### config.mk
export PLATFORM = sky130hd
export DESIGN_NAME = addr_bit_latch
export DESIGN_NICKNAME = d
export VERILOG_FILES = /design/src/rtl/abl_pkg.sv /design/src/rtl/abl_sel_dec.sv /design/src/rtl/abl_store.sv /design/src/rtl/abl_addr_guard.sv /design/src/rtl/addr_bit_latch.sv
export SDC_FILE = /design/constraint.sdc
export NUM_CORES = 1
export LEC_CHECK = 0
export ABC_AREA = 0
export BUFFER_PORTS_ARGS = -buffer_cell sky130_fd_sc_hd__buf_2
export CAP_MARGIN = 20
export CORE_MARGIN = 8
export CORE_UTILIZATION = 49
export CTS_BUF_LIST = sky130_fd_sc_hd__clkbuf_8
export DETAILED_ROUTE_END_ITERATION = 6
export PLACE_DENSITY = 0.77
export SLEW_MARGIN = 20
export SYNTH_ARGS = -nofsm -noshare
export SYNTH_HDL_FRONTEND = slang
export SYNTH_HIERARCHICAL = 1
export SYNTH_SLANG_ARGS = --single-unit
### constraint.sdc
create_clock -name clk -period 0.8 [get_ports clk]
set_input_delay 0.16 -clock clk [delete_from_list [all_inputs] [get_ports clk]]
set_output_delay 0.16 -clock clk [all_outputs]
set_load 0.1 [all_outputs]
### src/rtl/abl_pkg.sv
package abl_pkg;
  typedef enum logic [1:0] {
    MODE_WRITE = 2'd0,
    MODE_HOLD  = 2'd1,
    MODE_DEMUX = 2'd2,
    MODE_CLEAR = 2'd3
  } abl_mode_e;

  function automatic abl_mode_e decode_mode(input logic wr_en_n, input logic clr_n);
    case ({wr_en_n, clr_n})
      2'b01:   return MODE_WRITE;
      2'b11:   return MODE_HOLD;
      2'b00:   return MODE_DEMUX;
      default: return MODE_CLEAR;
    endcase
  endfunction
endpackage

### src/rtl/abl_sel_dec.sv
module abl_sel_dec #(
  parameter int ADDR_W = 3,
  localparam int NBITS = 1 << ADDR_W
) (
  input  logic [ADDR_W-1:0] sel,
  output logic [NBITS-1:0]  sel_1h
);
  for (genvar i = 0; i < NBITS; i++) begin : g_line
    assign sel_1h[i] = (sel == ADDR_W'(i));
  end

  always_comb begin
    a_onehot_r2: assert ($onehot(sel_1h) || $isunknown(sel));
  end
endmodule

### src/rtl/abl_store.sv
module abl_store
  import abl_pkg::*;
#(
  parameter int NBITS = 8
) (
  input  logic             clk,
  input  logic             rst_n,
  input  abl_mode_e        mode,
  input  logic             din,
  input  logic [NBITS-1:0] sel_1h,
  output logic [NBITS-1:0] q
);
  logic [NBITS-1:0] q_r;
  logic [NBITS-1:0] q_nxt;
  logic             upd;

  assign upd = (mode != MODE_HOLD);

  for (genvar b = 0; b < NBITS; b++) begin : g_bit
    always_comb begin
      case (mode)
        MODE_WRITE: q_nxt[b] = sel_1h[b] ? din : q_r[b];
        MODE_DEMUX: q_nxt[b] = sel_1h[b] & din;
        MODE_CLEAR: q_nxt[b] = 1'b0;
        default:    q_nxt[b] = q_r[b];
      endcase
    end
  end

  always_ff @(posedge clk or negedge rst_n) begin
    if (!rst_n)   q_r <= '0;
    else if (upd) q_r <= q_nxt;
  end

  assign q = q_r;

  p_hold_stable_r3: assert property (@(posedge clk) disable iff (!rst_n)
    (mode == MODE_HOLD) |=> $stable(q_r));
  p_clear_zero_r5: assert property (@(posedge clk) disable iff (!rst_n)
    (mode == MODE_CLEAR) |=> (q_r == '0));
  p_demux_onehot_r4: assert property (@(posedge clk) disable iff (!rst_n)
    (mode == MODE_DEMUX) |=> $onehot0(q_r));
  p_write_others_r2: assert property (@(posedge clk) disable iff (!rst_n)
    (mode == MODE_WRITE) |=> (((q_r ^ $past(q_r)) & ~$past(sel_1h)) == '0));
  p_write_target_r2: assert property (@(posedge clk) disable iff (!rst_n)
    (mode == MODE_WRITE) |=> (((q_r & $past(sel_1h)) != '0) == $past(din)));
endmodule

### src/rtl/abl_addr_guard.sv
module abl_addr_guard #(
  parameter int ADDR_W = 3
) (
  input  logic              clk,
  input  logic              rst_n,
  input  logic              wr_en_n,
  input  logic [ADDR_W-1:0] sel,
  output logic              warn
);
  logic [ADDR_W-1:0] sel_prev;
  logic              en_prev_n;
  logic              warn_r;
  logic              warn_nxt;
  logic [ADDR_W-1:0] diff;

  assign diff     = sel ^ sel_prev;
  assign warn_nxt = !wr_en_n && !en_prev_n && ($countones(diff) > 1);

  always_ff @(posedge clk or negedge rst_n) begin
    if (!rst_n) begin
      sel_prev  <= '0;
      en_prev_n <= 1'b1;
      warn_r    <= 1'b0;
    end else begin
      sel_prev  <= sel;
      en_prev_n <= wr_en_n;
      warn_r    <= warn_nxt;
    end
  end

  assign warn = warn_r;

  p_warn_needs_write_r9: assert property (@(posedge clk) disable iff (!rst_n)
    warn_r |-> !$past(wr_en_n));
  p_single_step_quiet_r9: assert property (@(posedge clk) disable iff (!rst_n)
    ($countones(sel ^ sel_prev) <= 1) |=> !warn_r);
  p_multi_step_warns_r8: assert property (@(posedge clk) disable iff (!rst_n)
    (!wr_en_n && !en_prev_n && ($countones(sel ^ sel_prev) > 1)) |=> warn_r);
endmodule

### src/rtl/addr_bit_latch.sv
module addr_bit_latch
  import abl_pkg::*;
#(
  parameter int ADDR_W = 3,
  localparam int NBITS = 1 << ADDR_W
) (
  input  logic              clk,
  input  logic              rst_n,
  input  logic              din,
  input  logic [ADDR_W-1:0] sel,
  input  logic              wr_en_n,
  input  logic              clr_n,
  output logic [NBITS-1:0]  q,
  output logic              addr_warn
);
  logic             rst_s1_n;
  logic             rst_s2_n;
  abl_mode_e        mode;
  logic [NBITS-1:0] sel_1h;

  always_ff @(posedge clk or negedge rst_n) begin
    if (!rst_n) begin
      rst_s1_n <= 1'b0;
      rst_s2_n <= 1'b0;
    end else begin
      rst_s1_n <= 1'b1;
      rst_s2_n <= rst_s1_n;
    end
  end

  assign mode = decode_mode(wr_en_n, clr_n);

  abl_sel_dec #(.ADDR_W(ADDR_W)) u_dec (
    .sel    (sel),
    .sel_1h (sel_1h)
  );

  abl_store #(.NBITS(NBITS)) u_store (
    .clk    (clk),
    .rst_n  (rst_s2_n),
    .mode   (mode),
    .din    (din),
    .sel_1h (sel_1h),
    .q      (q)
  );

  abl_addr_guard #(.ADDR_W(ADDR_W)) u_guard (
    .clk     (clk),
    .rst_n   (rst_s2_n),
    .wr_en_n (wr_en_n),
    .sel     (sel),
    .warn    (addr_warn)
  );

  p_reset_quiet_r1: assert property (@(posedge clk)
    !rst_s2_n |-> (q == '0 && !addr_warn));
endmodule

==> results of run 1 <==
[cell type report]
type / count / area, µm² / area share [%]
multi-input combinational: 40 / 413 / 33.3
sequential: 15 / 410 / 33.1
timing repair buffer: 29 / 345 / 27.9
clock buffer: 3 / 41.3 / 3.33
tap: 16 / 20.0 / 1.62
clock inverter: 1 / 5.00 / 0.404
inverter: 1 / 3.75 / 0.303
[power by group through the flow]
stage	combinational (mW)	sequential [mW]	clock, mW
6_report	0.454	0.827	0.604
5_1_grt	0.477	0.832	0.641
4_1_cts	0.443	0.826	0.614
3_5_place_dp	0.419	0.838	0
3_3_place_gp	0.411	0.836	0
2_1_floorplan	0.0920	0.981	0
[metal layers]
metal | wire length (µm) | vias up | GRT usage, %
li1 | - | 251 | -
met1 | 630 | 255 | 12.5
met2 | 900 | 9 | 23.4
met3 | 84 | 0 | 2.72
met4 | 0 | 0 | 4.92
met5 | 0 | - | 0
[kinds of logic (layout without fill, tap and decap cells)]
family,count (synthesis),in the layout,share of synthesized area [%]
AOI/OAI and AO/OA,1,1,1.19
xor gates and xnor gates,3,3,3.57
adders and majority gates,1,1,1.70
buffers and inverters,2,34,1.02
DFF,15,15,51.1
muxes,8,8,16.3
other,1,1,0.509
and+or+nand+nor,26,26,24.6
[sequential cells by signal, indices dropped and copies added (netlist names)]
register	count
rst_s1_n	1
rst_s2_n	1
u_guard/sel_prev	3
u_guard/warn	1
u_guard/en_prev_n	1
u_store/q	8
[layout by cell type (no fill, tap or decap)]
cell           synthesis  final
nor3_1                 1      1
nor2_1                 1      1
buf_2                  0      7
dlygate4sd3_1          0      1
a22o_1                 1      1
nor3b_1                3      3
buf_12                 0      9
xor2_1                 3      3
buf_4                  0      4
dfrtp_4                0      9
ha_1                   1      1
and3_2                 1      1
nand2b_1               8      8
clkbuf_8               0      3
conb_1                 1      1
clkinv_2               0      1
inv_1                  1      1
mux2_4                 8      8
dfstp_2                1      1
and3b_2                3      3
dfrtp_1               14      5
nor3b_2                1      1
buf_6                  0      8
nor2b_4                0      8
[path summary, 6_finish.rpt]
check / from / end / slack, ns / depth (start not counted)
min reg2reg: rst_s2_n / u_store/q[1] / 0.17 / 1
max reg2reg: u_guard/sel_prev[2] / u_guard/warn / -0.41 / 4
min in group asynchronous: rst_s2_n / u_store/q[1] / 0.17 / 1
min: sel[2] / u_guard/sel_prev[2] / 0.07 / 1
max in group asynchronous: rst_s2_n / u_guard/en_prev_n / 0.40 / 1
max: u_guard/sel_prev[2] / u_guard/warn / -0.41 / 4
[what timing repair did]
item / CTS / global route
hold buffers: 1 / 0
endpoints found under the hold margin: 2 / 0
buffers inserted: 0 / 0
resized for setup: 11 / 8
cloned: 0 / 0
setup endpoints to repair: 18 / 18
[per-stage QoR]
stage / TNS, ns / total power [mW] / hold WS (ns)
after global placement: -3.77 / 1.25 / -0.0551
after detailed placement: -3.93 / 1.26 / -0.0541
final: -5.04 / 1.88 / 0.0656
after global routing: -5.42 / 1.95 / 0.0599
after CTS: -5.03 / 1.88 / 0.0591
after floorplan: -3.15 / 1.07 / -0.136
[worst max-delay path, cell delays in order, from the launching register on]
cell and delay, ns:
dfrtp_1 0.37, xor2_1 0.14, ha_1 0.27, nor3b_2 0.15, a22o_1 0.17
==> out/results.md, run 1 <==
### Routing
• Via-to-Cell Ratio: 4.90
• total iterations of the first detailed-routing run: 2
• Post-DRT Antenna Nets: 0
• final wirelength: 1.61 mm
• total DRC errors in the routed layout: 0
• violation count after the first detailed-route iteration: 6
• final routed wire length divided by cell count: 15.4 µm
• vias after detailed routing: 515

### Placement
• Final GP Congestion: 0.723
• worst slack after detailed placement: -0.415 ns
• DP Wirelength: 1.04 mm
• post-detailed-placement cell area: 1090 µm²
• number of cells after detailed placement: 100
• total of buffers placed on input and output ports: 16

### Power
• pwr dens: 1520 nW/µm²
• P_sw: 0.533 mW
• leakage: 0.551 nW
• Max VDD drop: 1.67 mV
• Flop pwr share: 43.8%
• power share of the combinational group: 24.1%
• switching power as a share of total power: 28.3%
• clock network fraction of design power: 32.1%
• cell-internal power: 1.35 mW

### Die
• die outline area: 3000 µm²
• initial core utilization: 50.7%
• vertical extent of the die: 54.8 µm
• Die Span X: 54.8 µm
• I/O pin count: 17
• standard cell core area: 1450 µm²
• Rows: 14

### Final layout
• final core utilization: 85.2%
• area delta synth->final: 68.1%
• layout cells sized above 1: 70.8%
• number of nets in the layout: 99
• fin area: 1240 µm²
• final standard cell count with taps included and fillers excluded: 105
• fillcell total: 77
• antenna diode instance count: 0

### Yosys
• synthesized area: 737 µm²
• Synth async-reset ratio: 100%
• most used flip-flop cell after synthesis: dfrtp_1
• sequential cell area fraction in the yosys report: 51.1%
• top cells by area in the synthesized netlist: dfrtp_1 48%, mux2_4 16%, nand2b_1 6.8%
• gate count after technology mapping: 57
• synthesized area per cell: 12.9 µm²
• register bit count reported by yosys: 15
• most frequent cells after synthesis: 14 x dfrtp_1, 8 x mux2_4, 8 x nand2b_1, 8 x nor2b_1
• cell type contributing the most total cell area after synthesis: dfrtp_1
• Net Count, Synth: 66
• most frequent cell after synthesis: dfrtp_1
• number of enable-type register cells in the synthesized netlist: 0
• Warnings, synthesis: 6
• area share of the leading cell type in the synthesized netlist: 47.5%
• number of different library cells in the post-synthesis netlist: 17

### Outcome
• violations in the final reports: negative setup slack
• status: finished with violations

### Timing
• Fin Clk Skew: 0.00146 ns
• Final WS setup: -0.410 ns
• final hold violation count: 0
• RSZ-0062 raised after global routing: yes
• actual slew at the worst max-slew pin: 0.700 ns
• share of the clock period used by the worst path after layout: 151%
• final number of max-transition violations: 0
• Max-Slew Margin vs Limit: 53.3%
• f_max: 826 MHz
• Final Setup Violations: 18
• min cycle time layout: 1.21 ns

### Worst hold path
• worst hold-check path type: in -> reg

### CTS
• level count of the clock H-tree: 1
• master cell of the clock root buffer: clkbuf_8
• Max clock buf depth: 2
• clock latency reported for the late side of the worst-skew pair: 0.24 ns
• clock tree from TritonCTS: built
• number of buffers added by the clock tree synthesis step: 3
• TritonCTS sink count: 15
• register clock-pin slew on the reported worst setup and hold paths: 0.06 ns

### Setup path
• start-to-end type of the worst setup path: reg -> reg
• startpoint types: register
• CP endpoint kind: register
• endpoint arrival time on the critical path: 1.34 ns
• worst path required time: 0.93 ns
• largest fanout on the critical path: 1

### Global route
• vias in the first global route: 602
• pin count of the biggest net entering global routing: 14
• initial antenna violation count: 0
• global routing usage summed across all routing layers: 12.3%
• wire length of the first global-routing pass: 2.64 mm
• leftover overflow at the end of global routing: 0

### Job
• max_cap viols: 0

Power figures use the tool's default switching activity.
==> run 2: changes to the inputs <==
--- a/config.mk
+++ b/config.mk
@@ -6,15 +6,15 @@
 export NUM_CORES = 1
 export LEC_CHECK = 0
 export ABC_AREA = 0
+export ABC_CLOCK_PERIOD_IN_PS = 1300
 export BUFFER_PORTS_ARGS = -buffer_cell sky130_fd_sc_hd__buf_2
 export CAP_MARGIN = 20
 export CORE_MARGIN = 8
-export CORE_UTILIZATION = 49
+export CORE_UTILIZATION = 50
 export CTS_BUF_LIST = sky130_fd_sc_hd__clkbuf_8
 export DETAILED_ROUTE_END_ITERATION = 6
-export PLACE_DENSITY = 0.77
+export PLACE_DENSITY = 0.75
 export SLEW_MARGIN = 20
 export SYNTH_ARGS = -nofsm -noshare
 export SYNTH_HDL_FRONTEND = slang
-export SYNTH_HIERARCHICAL = 1
 export SYNTH_SLANG_ARGS = --single-unit
==> constraint.sdc (replaced) <==
create_clock -name clk -period 1.3 [get_ports clk]
set_input_delay 0.26 -clock clk [delete_from_list [all_inputs] [get_ports clk]]
set_output_delay 0.26 -clock clk [all_outputs]
set_load 0.1 [all_outputs]
==> out/results.md, run 2 <==
### Final layout
• commonest non-fill, non-tap cell in the layout: dfrtp_1
• fin area: 998 µm²
• number of nets in the layout: 81
• commonest cells after routing, fill and taps aside: 14 x dfrtp_1, 9 x buf_12, 8 x nand2_1, 8 x mux2i_1, 7 x buf_2
• antenna diode instance count: 0
• area delta synth->final: 35.5%
• number of flip-flops in the largest register: 8
• layout cells sized above 1: 38.0%

### CTS
• clock tree from TritonCTS: built
• Max clock buf depth: 2
• register clock-pin slew on the reported worst setup and hold paths: 0.06 ns
• number of buffers added by the clock tree synthesis step: 3
• master cell of the clock root buffer: clkbuf_8
• level count of the clock H-tree: 1
• clock latency reported for the late side of the worst-skew pair: 0.24 ns
• TritonCTS sink count: 15

### Yosys
• most used flip-flop cell after synthesis: dfrtp_1
• area share of the leading cell type in the synthesized netlist: 47.5%
• sequential cell area fraction in the yosys report: 51.1%
• combinational family with the most area after synthesis: simple AND/OR/NAND/NOR gates
• area share of fa/ha/maj cells after synthesis: 1.70%
• gate count after technology mapping: 53
• cell type contributing the most total cell area after synthesis: dfrtp_1
• most frequent cells after synthesis: 14 x dfrtp_1, 8 x mux2i_1, 8 x nand2_1
• register bit count reported by yosys: 15
• fraction of the mapped netlist area in compound gates: 1.19%
• Post-Synth XOR/XNOR Area: 3.57%
• number of enable-type register cells in the synthesized netlist: 0
• number of different library cells in the post-synthesis netlist: 18
• Net Count, Synth: 62
• Synth async-reset ratio: 100%
• Warnings, synthesis: 0
• top cells by area in the synthesized netlist: dfrtp_1 48%, mux2i_1 11%, nor4b_4 9.7%
• synthesized area per cell: 13.9 µm²
• simple-gate portion of the synthesized area: 24.4%
• synthesized area: 737 µm²
• portion of netlist area occupied by mux cells: 10.9%
• most frequent cell after synthesis: dfrtp_1

### Routing
• violation count after the first detailed-route iteration: 6
• total iterations of the first detailed-routing run: 2
• total DRC errors in the routed layout: 0
• final routed wire length divided by cell count: 15.5 µm
• final wirelength: 1.35 mm
• Post-DRT Antenna Nets: 0
• vias after detailed routing: 452
• Via-to-Cell Ratio: 5.20

### Setup path
• start-to-end type of the worst setup path: reg -> reg
• largest fanout on the critical path: 1
• startpoint types: register
• worst path required time: 1.43 ns
• CP endpoint kind: register
• endpoint arrival time on the critical path: 1.37 ns

### Placement
• DP Wirelength: 993 µm
• Final GP Congestion: 0.711
• post-detailed-placement cell area: 942 µm²
• total of buffers placed on input and output ports: 16

### Job
• max_cap viols: 0

### Timing
• final number of max-transition violations: 0
• actual slew at the worst max-slew pin: 0.509 ns
• final hold violation count: 0
• RSZ-0062 raised after global routing: no
• Fin Clk Skew: 0.00146 ns
• Max-Slew Margin vs Limit: 66.0%
• share of the clock period used by the worst path after layout: 94.9%
• Final Setup Violations: 0
• f_max: 811 MHz
• min cycle time layout: 1.23 ns
• Total Negative Setup Slacks: 0 ns

### Die
• vertical extent of the die: 54.4 µm
• standard cell core area: 1440 µm²
• I/O pin count: 17
• Rows: 14
• die outline area: 2960 µm²
• Die Span X: 54.4 µm
• initial core utilization: 51.3%

### Global route
• pin count of the biggest net entering global routing: 14
• global routing usage summed across all routing layers: 10.4%
• vias in the first global route: 513
• initial antenna violation count: 0
• wire length of the first global-routing pass: 2.23 mm
• leftover overflow at the end of global routing: 0

### Power
• leakage: 0.450 nW
• pwr dens: 1110 nW/µm²
• Max VDD drop: 1.03 mV
• total power of the final layout: 1.11 mW

### Outcome
• status: finished, final reports clean

### Worst hold path
• worst hold-check path type: reg -> async

[run 2: cell count changes in the layout (fill, tap and decap cells not counted), sizes merged, moves of 3 or more]
cell	change
and3b	-3
and4bb	+3
buf	-10
mux2	-8
mux2i	+8
nand2	+8
nand2b	-8
nor2b	-8
nor3b	-3
nor4b	+3
[run 2: power breakdown]
group,leakage [nW],total (mW),internal (mW),switching (mW)
registers,0.192,0.511,0.489,0.0224
logic,0.233,0.229,0.0874,0.141
clock network,0.0255,0.372,0.212,0.160
total,0.450,1.11,0.788,0.324
[run 2: path summary, 6_finish.rpt]
| check | start | to | slack (ns) | cells past startpoint |
|---|---|---|---|---|
| hold reg to reg | rst_s2_n | u_guard.sel_prev[2] | 0.21 | 0 |
| setup / recovery | u_guard.sel_prev[1] | u_guard.warn | 0.07 | 4 |
| max in group asynchronous | rst_s2_n | u_guard.en_prev_n | 0.73 | 0 |
| setup reg to reg | u_guard.sel_prev[1] | u_guard.warn | 0.07 | 4 |
| hold / removal | rst_s2_n | u_guard.sel_prev[2] | 0.21 | 0 |
| min in group clk | wr_en_n | u_guard.en_prev_n | 0.24 | 1 |
[run 2: area by class of cell]
class	instances	area (µm²)
well taps	16	20.0
inverters	1	3.75
repair buffers	19	240
flip-flops and latches	15	377
clock inverters	1	5.00
clock buffers	3	41.3
multi-input cells	32	312
fillers	96	438
[run 2: what timing repair did]
action                                 CTS  global route
gates resized for setup                  0             0
hold buffers                             1             0
setup buffers                            0             0
setup endpoints to repair                0             1
endpoints found under the hold margin    2             0
[run 2: cells by family (layout without fill, tap and decap cells)]
kind of cell	Yosys count	count (layout)
fa+ha+maj	1	1
other cells	1	1
simple gates	18	18
buf+inv	6	24
mux	8	8
xor+xnor	3	3
compound gates	1	1
flops	15	15
[run 2: through the flow]
| step | hold WS, ns | util (%) | instances | setup WS, ns |
|---|---|---|---|---|
| final | 0.210 | 69.5 | 87 | 0.0665 |
| after global routing | 0.246 | 69.5 | 87 | 0.000455 |
| after CTS | 0.228 | 69.5 | 87 | 0.0467 |
| after detailed placement | 0.0483 | 65.6 | 82 | 0.0197 |
| after global placement | 0.0452 | 65.6 | 82 | 0.0579 |
| after floorplan | -0.0356 | - | 53 | 0.0396 |
[run 2: routing by layer]
layer | global-route usage [%] | wire [µm]
met1 | 11.0 | 532
met2 | 18.1 | 718
met3 | 3.53 | 81
met4 | 4.92 | 11
met5 | 0 | 0
[run 2: critical path, stage by stage (launching register included)]
cell and delay, ns:
dfrtp_1 0.37, xor2_1 0.14, ha_1 0.28, nor3b_1 0.13, a22o_1 0.20
==> run 3: changes to the inputs <==
--- a/config.mk
+++ b/config.mk
@@ -14,6 +14,7 @@
 export CTS_BUF_LIST = sky130_fd_sc_hd__clkbuf_8
 export DETAILED_ROUTE_END_ITERATION = 6
 export PLACE_DENSITY = 0.75
+export REMOVE_ABC_BUFFERS = 1
 export SLEW_MARGIN = 20
 export SYNTH_ARGS = -nofsm -noshare
 export SYNTH_HDL_FRONTEND = slang
==> out/results.md, run 3 (synthesis gave the netlist of run 2 again) <==
### Outcome
• status: finished, final reports clean

### Placement
• number of cells after detailed placement: 82
• post-detailed-placement cell area: 942 µm²
• Final GP Congestion: 0.666
• DP Wirelength: 1.01 mm
• worst slack after detailed placement: 0.0426 ns
• total of buffers placed on input and output ports: 16

### Timing
• worst hold margin: 0.218 ns
• share of the clock period used by the worst path after layout: 94.1%
• final number of max-transition violations: 0
• final hold violation count: 0
• Final WS setup: 0.0765 ns
• f_max: 817 MHz
• Max-Slew Margin vs Limit: 64.5%
• Total Negative Setup Slacks: 0 ns
• actual slew at the worst max-slew pin: 0.533 ns
• Final Setup Violations: 0
• min cycle time layout: 1.22 ns
• RSZ-0062 raised after global routing: no
• Fin Clk Skew: 0.00129 ns

### Setup path
• maximum single-stage delay on the critical path: 0.37 ns
• start-to-end type of the worst setup path: reg -> reg
• CP endpoint kind: register
• endpoint arrival time on the critical path: 1.35 ns
• startpoint types: register
• largest fanout on the critical path: 1
• worst path required time: 1.43 ns
• Slowest-stage cell, CP: dfrtp_1
• CP cell instances: xor2_1 > ha_1 > nor3b_1 > a22o_1
• count of buffering cells on the critical path with inverters included: 0
• family of cells with the greatest summed delay on the critical path: flip-flops
• reg-to-reg setup timing slack: 0.08 ns

### Routing
• total iterations of the first detailed-routing run: 4
• final wirelength: 1.36 mm
• Post-DRT Antenna Nets: 0
• violation count after the first detailed-route iteration: 2
• final routed wire length divided by cell count: 15.7 µm
• total DRC errors in the routed layout: 0
• Via-to-Cell Ratio: 5.08
• vias after detailed routing: 442

### Power
• pwr dens: 1100 nW/µm²
• Max VDD drop: 0.695 mV
• leakage: 0.452 nW
• total power of the final layout: 1.10 mW

### Final layout
• final core utilization: 69.4%
• area delta synth->final: 35.3%
• number of nets in the layout: 81
• layout cells sized above 1: 36.6%
• fin area: 997 µm²
• commonest cells after routing, fill and taps aside: 14 x dfrtp_1, 9 x buf_12, 8 x nand2_1, 8 x mux2i_1, 7 x buf_2
• final standard cell count with taps included and fillers excluded: 87
• antenna diode instance count: 0
• number of flip-flops in the largest register: 8
• commonest non-fill, non-tap cell in the layout: dfrtp_1

### Global route
• initial antenna violation count: 0
• leftover overflow at the end of global routing: 0
• vias in the first global route: 489
• global routing usage summed across all routing layers: 10.5%
• pin count of the biggest net entering global routing: 14
• wire length of the first global-routing pass: 2.24 mm

### Die
• standard cell core area: 1440 µm²
• Die Span X: 54.4 µm
• I/O pin count: 17
• initial core utilization: 51.3%
• vertical extent of the die: 54.4 µm
• die outline area: 2960 µm²
• Rows: 14

### CTS
• register clock-pin slew on the reported worst setup and hold paths: 0.06 ns
• Max clock buf depth: 2
• buffers inserted during post-CTS setup optimization: 0
• TritonCTS sink count: 15
• master cell of the clock root buffer: clkbuf_8
• post_cts resized: 0
• clock tree from TritonCTS: built
• level count of the clock H-tree: 1
• hold buffer count at CTS: 1
• number of buffers added by the clock tree synthesis step: 3
• clock latency reported for the late side of the worst-skew pair: 0.24 ns

### Worst hold path
• worst hold-check path type: reg -> async

### Job
• max_cap viols: 0

## run 3: changes by cell type in the layout (fill, tap and decap cells not counted), sizes merged
cell | previous run | this run
inv | 1 | 2
clkinv | 1 | 0
## run 3: path summary, 6_finish.rpt
kind | startpoint | depth (start not counted) | end
worst max-delay path | u_guard.sel_prev[0] | 4 | u_guard.warn
worst min-delay path | rst_s2_n | 0 | u_store.q[5]
worst max register to register | u_guard.sel_prev[0] | 4 | u_guard.warn
worst min register to register | rst_s2_n | 0 | u_store.q[5]
max in group asynchronous | rst_s2_n | 0 | u_guard.en_prev_n
min in group clk | wr_en_n | 1 | u_guard.en_prev_n
## run 3: routing by layer
| metal | vias to the layer above | track usage, % | wire (µm) |
|---|---|---|---|
| met3 | 2 | 2.99 | 92 |
| met4 | 0 | 6.15 | 12 |
| met5 | - | 0 | 0 |
| met2 | 10 | 18.1 | 711 |
| li1 | 214 | - | - |
| met1 | 216 | 11.3 | 548 |
## run 3: area by class of cell
cell class              count  area [µm²]
fillers                   102         439
well taps                  16        20.0
repair buffers             19         240
multi-input cells          32         312
clock inverters             1        3.75
flip-flops and latches     15         377
inverters                   1        3.75
clock buffers               3        41.3
## run 3: power breakdown
| group | internal [mW] | switching, mW |
|---|---|---|
| Combinational | 0.0876 | 0.142 |
| Clock | 0.209 | 0.149 |
| Sequential | 0.489 | 0.0223 |
| Total | 0.785 | 0.313 |
## run 3: worst register-to-register path, cell delays in order, from the launching register on
cell,delay [ns]
dfrtp_1,0.37
xor2_1,0.14
ha_1,0.27
nor3b_1,0.13
a22o_1,0.20
